$ cat src/rtl/smap_pkg.sv
package smap_pkg;
  localparam int CNT_W       = 6;
  localparam int BYTE_W      = 8;
  localparam int FRAME_ADR_W = 16;
  localparam logic [CNT_W-1:0] SLOT_CMD  = 6'd16;
  localparam logic [CNT_W-1:0] SLOT_CEND = 6'd23;
  localparam logic [CNT_W-1:0] SLOT_STAT = 6'd24;
  localparam logic [CNT_W-1:0] SLOT_DATA = 6'd32;
  localparam logic [CNT_W-1:0] SLOT_LAST = 6'd39;
  typedef logic [BYTE_W-1:0] byte_t;
endpackage

$ cat src/rtl/smap_rst_sync.sv
module smap_rst_sync (
  input  logic clk,
  input  logic rst_ni,
  output logic rst_sync_no
);
  logic [1:0] stage_q;

  always_ff @(posedge clk or negedge rst_ni) begin
    if (!rst_ni) stage_q <= 2'b00;
    else         stage_q <= {stage_q[0], 1'b1};
  end

  assign rst_sync_no = stage_q[1];
endmodule

$ cat src/rtl/smap_edge.sv
module smap_edge (
  input  logic clk,
  input  logic rst_ni,
  input  logic sclk_i,
  input  logic csn_i,
  output logic sclk_rise_o,
  output logic sclk_fall_o,
  output logic cs_end_o
);
  logic sclk_q, csn_q;

  always_ff @(posedge clk or negedge rst_ni) begin
    if (!rst_ni) begin
      sclk_q <= 1'b0;
      csn_q  <= 1'b1;
    end else begin
      sclk_q <= sclk_i;
      csn_q  <= csn_i;
    end
  end

  assign sclk_rise_o = !csn_i &&  sclk_i && !sclk_q;
  assign sclk_fall_o = !csn_i && !sclk_i &&  sclk_q;
  assign cs_end_o    =  csn_i && !csn_q;
endmodule

$ cat src/rtl/smap_frame.sv
module smap_frame
  import smap_pkg::*;
#(
  parameter int ADDR_W = 16
) (
  input  logic             clk,
  input  logic             rst_ni,
  input  logic             csn_i,
  input  logic             rise_i,
  input  logic             fall_i,
  input  logic             mosi_i,
  input  byte_t            mem_rdata_i,
  output logic [CNT_W-1:0] cnt_o,
  output byte_t            cmd_o,
  output logic             cmd_done_o,
  output byte_t            rbuf_o,
  output logic [ADDR_W-1:0] mem_addr_o,
  output byte_t            mem_wdata_o,
  output logic             mem_we_o,
  output logic             mem_re_o
);
  logic [CNT_W-1:0]  cnt_q, cnt_d;
  logic [ADDR_W-1:0] ptr_q, ptr_d, maddr_q, maddr_d;
  byte_t             cmd_q, cmd_d, sh_q, sh_d, wd_q, wd_d, rbuf_q, rbuf_d;
  logic              done_q, done_d, we_q, we_d, re_q, re_d, pend_q;
  logic              is_read;

  assign is_read = cmd_q[BYTE_W-1];

  always_comb begin
    cnt_d   = cnt_q;
    ptr_d   = ptr_q;
    cmd_d   = cmd_q;
    sh_d    = sh_q;
    done_d  = done_q;
    wd_d    = wd_q;
    maddr_d = maddr_q;
    we_d    = 1'b0;
    re_d    = 1'b0;
    rbuf_d  = pend_q ? mem_rdata_i : rbuf_q;
    if (csn_i) begin
      cnt_d  = '0;
      done_d = 1'b0;
    end else if (rise_i) begin
      cnt_d = (cnt_q == SLOT_LAST) ? SLOT_DATA : cnt_q + 1'b1;
      sh_d  = {sh_q[BYTE_W-2:0], mosi_i};
      if (cnt_q < SLOT_CMD) begin
        ptr_d = {ptr_q[ADDR_W-2:0], mosi_i};
      end else if (cnt_q <= SLOT_CEND) begin
        cmd_d = {cmd_q[BYTE_W-2:0], mosi_i};
        if (cnt_q == SLOT_CEND) done_d = 1'b1;
      end
      if (done_q && is_read && (cnt_q == SLOT_STAT || cnt_q == SLOT_DATA)) begin
        re_d    = 1'b1;
        maddr_d = ptr_q;
      end
      if (done_q && !is_read && cnt_q == SLOT_LAST) begin
        we_d    = 1'b1;
        maddr_d = ptr_q;
        wd_d    = {sh_q[BYTE_W-2:0], mosi_i};
        ptr_d   = ptr_q + 1'b1;
      end
    end else if (fall_i && done_q && is_read && cnt_q == SLOT_DATA) begin
      ptr_d = ptr_q + 1'b1;
    end
  end

  always_ff @(posedge clk or negedge rst_ni) begin
    if (!rst_ni) begin
      cnt_q   <= '0;
      ptr_q   <= '0;
      cmd_q   <= '0;
      sh_q    <= '0;
      done_q  <= 1'b0;
      wd_q    <= '0;
      maddr_q <= '0;
      we_q    <= 1'b0;
      re_q    <= 1'b0;
      pend_q  <= 1'b0;
      rbuf_q  <= '0;
    end else begin
      cnt_q   <= cnt_d;
      ptr_q   <= ptr_d;
      cmd_q   <= cmd_d;
      sh_q    <= sh_d;
      done_q  <= done_d;
      wd_q    <= wd_d;
      maddr_q <= maddr_d;
      we_q    <= we_d;
      re_q    <= re_d;
      pend_q  <= re_q;
      rbuf_q  <= rbuf_d;
    end
  end

  assign cnt_o       = cnt_q;
  assign cmd_o       = cmd_q;
  assign cmd_done_o  = done_q;
  assign rbuf_o      = rbuf_q;
  assign mem_addr_o  = maddr_q;
  assign mem_wdata_o = wd_q;
  assign mem_we_o    = we_q;
  assign mem_re_o    = re_q;

  a_r10_strobe_excl: assert property (@(posedge clk) disable iff (!rst_ni)
    !(we_q && re_q));
  a_r5_we_write_cmd: assert property (@(posedge clk) disable iff (!rst_ni)
    we_q |-> !cmd_q[BYTE_W-1]);
  a_r4_re_read_cmd: assert property (@(posedge clk) disable iff (!rst_ni)
    re_q |-> cmd_q[BYTE_W-1]);
  a_r10_we_single: assert property (@(posedge clk) disable iff (!rst_ni)
    we_q |=> !we_q);
  a_r9_cnt_cleared: assert property (@(posedge clk) disable iff (!rst_ni)
    csn_i |=> (cnt_q == '0 && !done_q));
  a_r4_cnt_range: assert property (@(posedge clk) disable iff (!rst_ni)
    cnt_q <= SLOT_LAST);
endmodule

$ cat src/rtl/smap_tx.sv
module smap_tx
  import smap_pkg::*;
(
  input  logic             clk,
  input  logic             rst_ni,
  input  logic             csn_i,
  input  logic             fall_i,
  input  logic [CNT_W-1:0] cnt_i,
  input  logic             is_read_i,
  input  byte_t            status_i,
  input  byte_t            rbuf_i,
  output logic             miso_o,
  output logic             oe_o
);
  byte_t tx_q, tx_d;
  logic  oe_q, oe_d;

  always_comb begin
    tx_d = tx_q;
    oe_d = oe_q;
    if (csn_i) begin
      oe_d = 1'b0;
    end else if (fall_i) begin
      if (cnt_i == SLOT_STAT) begin
        tx_d = status_i;
        oe_d = 1'b1;
      end else if (cnt_i == SLOT_DATA) begin
        if (is_read_i) tx_d = rbuf_i;
        else           oe_d = 1'b0;
      end else if (cnt_i > SLOT_STAT) begin
        tx_d = {tx_q[BYTE_W-2:0], 1'b0};
      end
    end
  end

  always_ff @(posedge clk or negedge rst_ni) begin
    if (!rst_ni) begin
      tx_q <= '0;
      oe_q <= 1'b0;
    end else begin
      tx_q <= tx_d;
      oe_q <= oe_d;
    end
  end

  assign miso_o = oe_q & tx_q[BYTE_W-1];
  assign oe_o   = oe_q;
endmodule

$ cat src/rtl/smap_top.sv
module smap_top
  import smap_pkg::*;
#(
  parameter int ADDR_W = 16
) (
  input  logic              clk,
  input  logic              rst_n,
  input  logic              spi_csn,
  input  logic              spi_sclk,
  input  logic              spi_mosi,
  output logic              spi_miso,
  output logic              spi_miso_oe,
  input  logic [7:0]        status_in,
  output logic [ADDR_W-1:0] mem_addr,
  output logic [7:0]        mem_wdata,
  output logic              mem_we,
  output logic              mem_re,
  input  logic [7:0]        mem_rdata,
  output logic [7:0]        cmd_reg,
  output logic              irq
);
  logic             rst_sync_n, rise, fall, cs_end, cmd_done;
  logic [CNT_W-1:0] cnt;
  byte_t            cmd, rbuf, creg_q, creg_d;
  logic             irq_q, irq_d;

  smap_rst_sync i_rst (.clk(clk), .rst_ni(rst_n), .rst_sync_no(rst_sync_n));

  smap_edge i_edge (
    .clk(clk), .rst_ni(rst_sync_n), .sclk_i(spi_sclk), .csn_i(spi_csn),
    .sclk_rise_o(rise), .sclk_fall_o(fall), .cs_end_o(cs_end)
  );

  smap_frame #(.ADDR_W(ADDR_W)) i_frame (
    .clk(clk), .rst_ni(rst_sync_n), .csn_i(spi_csn), .rise_i(rise),
    .fall_i(fall), .mosi_i(spi_mosi), .mem_rdata_i(mem_rdata),
    .cnt_o(cnt), .cmd_o(cmd), .cmd_done_o(cmd_done), .rbuf_o(rbuf),
    .mem_addr_o(mem_addr), .mem_wdata_o(mem_wdata),
    .mem_we_o(mem_we), .mem_re_o(mem_re)
  );

  smap_tx i_tx (
    .clk(clk), .rst_ni(rst_sync_n), .csn_i(spi_csn), .fall_i(fall),
    .cnt_i(cnt), .is_read_i(cmd[BYTE_W-1]), .status_i(status_in),
    .rbuf_i(rbuf), .miso_o(spi_miso), .oe_o(spi_miso_oe)
  );

  always_comb begin
    creg_d = creg_q;
    irq_d  = 1'b0;
    if (cs_end && cmd_done && (cmd[BYTE_W-2:0] != '0)) begin
      creg_d = cmd;
      irq_d  = 1'b1;
    end
  end

  always_ff @(posedge clk or negedge rst_sync_n) begin
    if (!rst_sync_n) begin
      creg_q <= '0;
      irq_q  <= 1'b0;
    end else begin
      creg_q <= creg_d;
      irq_q  <= irq_d;
    end
  end

  assign cmd_reg = creg_q;
  assign irq     = irq_q;

  a_r7_irq_one_cycle: assert property (@(posedge clk) disable iff (!rst_sync_n)
    irq |=> !irq);
  a_r8_irq_not_idle: assert property (@(posedge clk) disable iff (!rst_sync_n)
    irq |-> (cmd_reg[BYTE_W-2:0] != '0));
  a_r7_creg_with_irq: assert property (@(posedge clk) disable iff (!rst_sync_n)
    !$stable(cmd_reg) |-> irq);
  a_r6_oe_off_idle: assert property (@(posedge clk) disable iff (!rst_sync_n)
    spi_csn |=> !spi_miso_oe);
  a_r6_oe_slot: assert property (@(posedge clk) disable iff (!rst_sync_n)
    spi_miso_oe |-> (cnt >= SLOT_STAT));
endmodule

$ cat config.mk
export PLATFORM = sky130hd
export DESIGN_NAME = smap_top
export DESIGN_NICKNAME = d
export VERILOG_FILES = /design/src/rtl/smap_pkg.sv /design/src/rtl/smap_rst_sync.sv /design/src/rtl/smap_edge.sv /design/src/rtl/smap_frame.sv /design/src/rtl/smap_tx.sv /design/src/rtl/smap_top.sv
export SDC_FILE = /design/constraint.sdc
export NUM_CORES = 1
export LEC_CHECK = 0
export ABC_AREA = 1
export BUFFER_PORTS_ARGS = -buffer_cell sky130_fd_sc_hd__buf_4
export CORE_MARGIN = 4
export CORE_UTILIZATION = 25
export DETAILED_ROUTE_END_ITERATION = 10
export PLACE_DENSITY = 0.45
export SLEW_MARGIN = 20
export SYNTH_ARGS = -nofsm -noshare
export SYNTH_HDL_FRONTEND = slang
export SYNTH_SLANG_ARGS = --single-unit
$ cat constraint.sdc
create_clock -name clk -period 3.64 [get_ports clk]
set_input_delay 0.364 -clock clk [delete_from_list [all_inputs] [get_ports clk]]
set_output_delay 0.364 -clock clk [all_outputs]
set_load 0.1 [all_outputs]
==> qor.log <==
[grt] met2 routing resource usage after global routing 19.3%
[timing] clock period minus worst slack 2330 ps
[route] mean number of vias per cell 4.33
[timing] Least-Margin Pin Slew 664 ps
[route] wire length per cell 12.9 um
[placement] placer's final routability congestion estimate 0.855
[grt] total grt overflow 0
[outcome] outcome finished, final reports clean
[timing] timing-limited maximum frequency 429 MHz
[pwr] clock share of power 39.5%
[grt] gr busiest metal met2
[timing] final worst setup slack 1310 ps
[grt] met3 demand-to-capacity share in global routing 2.92%
[setup_path] worst reg2reg path depth 10
[setup_path] highest fanout seen on the critical path 18
[timing] Slew Viols, Final 0
[floorplanning] number of placement rows 48
[synthesis] Post-Syn Instances 543
[worst_hold_path] worst hold-check path type input port to register
[setup_path] sequence of cells on the critical path inv_1 > ha_1 > inv_1 > nor2_1 > nand3_1 > nand2_4 > nand4_4 > nand2_4 > nand2_1 > nand2_1
[synthesis] number of synthesized register bits 95
[synthesis] synthesis warning total 0
[grt] global-route wire length before repair 18,000 um
[grt] fraction of met1 tracks used by global routing 13.9%
[synthesis] Post-Synthesis Mean Instance Area 8.17 sq um
[pwr] Max rail drop VDD 0.230 mV
[setup_path] required time reported for the critical path endpoint 3930 ps
[synthesis] share of the synthesized area in the top cell type 53.0%
[floorplanning] die height 141 um
[placement] DP HPWL 7580 um
[floorplanning] width of the die 141 um
[route] number of remaining DRC errors 0
[setup_path] WP data arrival 2620 ps
[synthesis] sequential fraction of the synthesis area 53.6%
[synthesis] largest area contributor in the synthesized netlist sky130_fd_sc_hd__dfrtp_1
[pwr] net switching share of the total power 27.3%
[floorplanning] core region area 0.0174 sq mm
[pwr] power per cell area 446 mW/mm^2
[cts] count of clock tree sinks 95
[cts] Clock Path Buffers 2
[cts] clock tree from TritonCTS done
[route] sum of routed wire length over all layers 10,700 um
[timing] Relative slew margins 55.7%
[layout] layout-stage area growth over the synthesis result 22.1%
[timing] final number of hold-violating endpoints 0
[pwr] power share of the sequential group 50.5%
[placement] IO Port Bufs 57
[route] number of iterations in the first detailed-routing pass 4
[pwr] switching power total 659 uW
[cts] Clock transition at path regs 70 ps
[pwr] leakage component of the power 0.00275 uW
[grt] via count of the first global-routing pass 3,581
[pwr] total internal power 1760 uW
[layout] fraction of final layout cells sized beyond drive strength 1 16.5%
[timing] Fin Hold WS 142 ps
[timing] count of final setup violators 0
[timing] Sum Neg Setup Slack 0 ps
[layout] final core area utilization 31.2%
[placement] pre-CTS WS 1260 ps
[timing] clk_skew 4.19 ps
[synthesis] nets in the synthesized netlist 567
[route] DR vias 3,597
[cts] clock latency at the later pin of the worst-skew pair 350 ps
[cts] # resized after CTS 0
[timing] crit share post-route 64.1%
[cts] Clock H-tree levels 3
[floorplanning] Starting Density 25.6%
[setup_path] startpoint-to-endpoint class of the critical path register to register
[grt] pin count of the biggest net entering global routing 83
[pwr] combinational power share 10.0%
[cts] number of buffers inserted to repair setup after CTS 0
[setup_path] highest cell delay on the worst timing path 400 ps
[timing] setup repair after global routing missed its margin false
[synthesis] Synth area leaders sky130_fd_sc_hd__dfrtp_1 53%, sky130_fd_sc_hd__nand2_1 15%, sky130_fd_sc_hd__o21ai_0 5.8%, sky130_fd_sc_hd__nand3_1 4.9%, sky130_fd_sc_hd__inv_1 4.5%
[synthesis] distinct cell type count after synthesis 31
[route] Antenna Nets Post-Route 0
[setup_path] critical path's slowest cell sky130_fd_sc_hd__dfrtp_1
[grt] number of antenna violations at the first check in global routing 0
[worst_hold_path] worst hold stages 1
[floorplanning] ports placed on the boundary 58
[route] detailed router's first-iteration violation count 169
[setup_path] kind of start point of the critical path register
[cts] cts-stage hold buffer count 1
[setup_path] category of the worst setup path capture point register
[job] maxcap violations 0
[layout] ant diodes 0
[layout] Total Nets Final 624
[cts] number of clock buffers inserted by TritonCTS 9
[synthesis] Mapped Area 0.00444 sq mm
[grt] GRT Overall Usage 11.3%
[floorplanning] area of the die 0.0199 sq mm
[cts] clock root buffer sky130_fd_sc_hd__clkbuf_16
cell usage in the layout (no fill, tap or decap), types with 4 or more instances in the layout:
master / synthesis / routed
sky130_fd_sc_hd__nand3_1: 43 / 43
sky130_fd_sc_hd__o21ai_1: 5 / 5
sky130_fd_sc_hd__inv_2: 5 / 5
sky130_fd_sc_hd__nor2_1: 36 / 36
sky130_fd_sc_hd__clkbuf_16: 0 / 9
sky130_fd_sc_hd__o211ai_1: 4 / 4
sky130_fd_sc_hd__dfrtp_1: 94 / 93
sky130_fd_sc_hd__nor2_2: 5 / 5
sky130_fd_sc_hd__o21ai_0: 51 / 51
sky130_fd_sc_hd__buf_4: 1 / 59
sky130_fd_sc_hd__nor3_1: 4 / 4
sky130_fd_sc_hd__nand2_1: 183 / 183
sky130_fd_sc_hd__nand2_2: 4 / 4
sky130_fd_sc_hd__a21oi_1: 7 / 7
sky130_fd_sc_hd__xor2_1: 9 / 9
sky130_fd_sc_hd__inv_1: 53 / 53
sky130_fd_sc_hd__nand4_1: 6 / 6
synth_stat cells:
master                     instances
sky130_fd_sc_hd__ha_1              3
sky130_fd_sc_hd__buf_4             1
sky130_fd_sc_hd__dfstp_2           1
sky130_fd_sc_hd__xor2_1            9
sky130_fd_sc_hd__nand2_1         183
sky130_fd_sc_hd__o211ai_1          4
sky130_fd_sc_hd__nand4_4           1
sky130_fd_sc_hd__nand3b_1          1
sky130_fd_sc_hd__clkbuf_1          6
sky130_fd_sc_hd__and2_1            1
sky130_fd_sc_hd__o22ai_1           2
sky130_fd_sc_hd__nor3_1            4
sky130_fd_sc_hd__nand2_2           4
sky130_fd_sc_hd__conb_1            1
sky130_fd_sc_hd__o21ai_1           5
sky130_fd_sc_hd__nand3_1          43
sky130_fd_sc_hd__buf_2             6
sky130_fd_sc_hd__nand3_2           2
sky130_fd_sc_hd__nand2_4           2
sky130_fd_sc_hd__o32ai_1           1
sky130_fd_sc_hd__a21oi_1           7
sky130_fd_sc_hd__inv_1            53
sky130_fd_sc_hd__inv_2             5
sky130_fd_sc_hd__nor2_1           36
sky130_fd_sc_hd__o31ai_1           1
sky130_fd_sc_hd__nand4_1           6
sky130_fd_sc_hd__mux2_2            3
sky130_fd_sc_hd__o21ai_0          51
sky130_fd_sc_hd__dfrtp_1          94
sky130_fd_sc_hd__nor2_2            5
sky130_fd_sc_hd__buf_6             2
critical path: cells and delay by family, from the launching register on:
family	cells	cell delay, ps
adder cells (fa/ha/maj)	1	170
buffers and inverters	2	150
flip-flops	1	400
AND/OR/NAND/NOR	7	1550
area by class of cell:
| cell class | instances | area, sq um |
|---|---|---|
| sequential | 95 | 2380 |
| multi-input combinational | 375 | 1760 |
| inverter | 58 | 218 |
| clock buffer | 9 | 225 |
| timing repair buffer | 61 | 480 |
| clock inverter | 7 | 72.6 |
| tap | 225 | 282 |
| fill | 1806 | 11900 |
stage by stage:
stage                     cells  power, uW  cell area (sq um)
final                       830       2420               5420
after global routing        830       2560               5420
after CTS                   829       2460               5390
after detailed placement    812       1480               5080
after global placement      812       1480               5080
after floorplan             543       1390               4440
path summary, 6_finish.rpt:
kind / from / end / slack (ps)
setup / recovery: i_frame.cnt_o[0] / i_frame.mem_addr_o[8] / 1310
setup reg to reg: i_frame.cnt_o[0] / i_frame.mem_addr_o[8] / 1310
max in group asynchronous: i_rst.stage_q[1] / i_edge.csn_q / 2710
hold / removal: spi_sclk / i_edge.sclk_q / 140
hold reg to reg: i_rst.stage_q[1] / i_frame.mem_wdata_o[0] / 280
min in group asynchronous: i_rst.stage_q[1] / i_frame.mem_wdata_o[0] / 280
per-layer routing:
metal / vias up / share of wire (%)
met5: - / 0
met4: 0 / 1.5
met3: 12 / 3.9
met2: 48 / 50
met1: 1693 / 45
li1: 1844 / -
power groups by stage:
stage / Combinational, uW / Sequential, uW / Clock (uW)
floorplan: 170 / 1220 / 0
global placement: 226 / 1250 / 0
detailed placement: 227 / 1250 / 0
CTS: 230 / 1230 / 993
global route: 292 / 1240 / 1030
finish: 242 / 1220 / 955
logic make-up after synthesis:
kind of cell    share of synthesized area (%)
fa+ha+maj                               0.846
simple gates                             27.7
flops                                    53.6
mux                                     0.762
xor+xnor                                 1.78
buf+inv                                  6.77
compound gates                           8.43
other cells                            0.0845
Power figures use the tool's default switching activity.
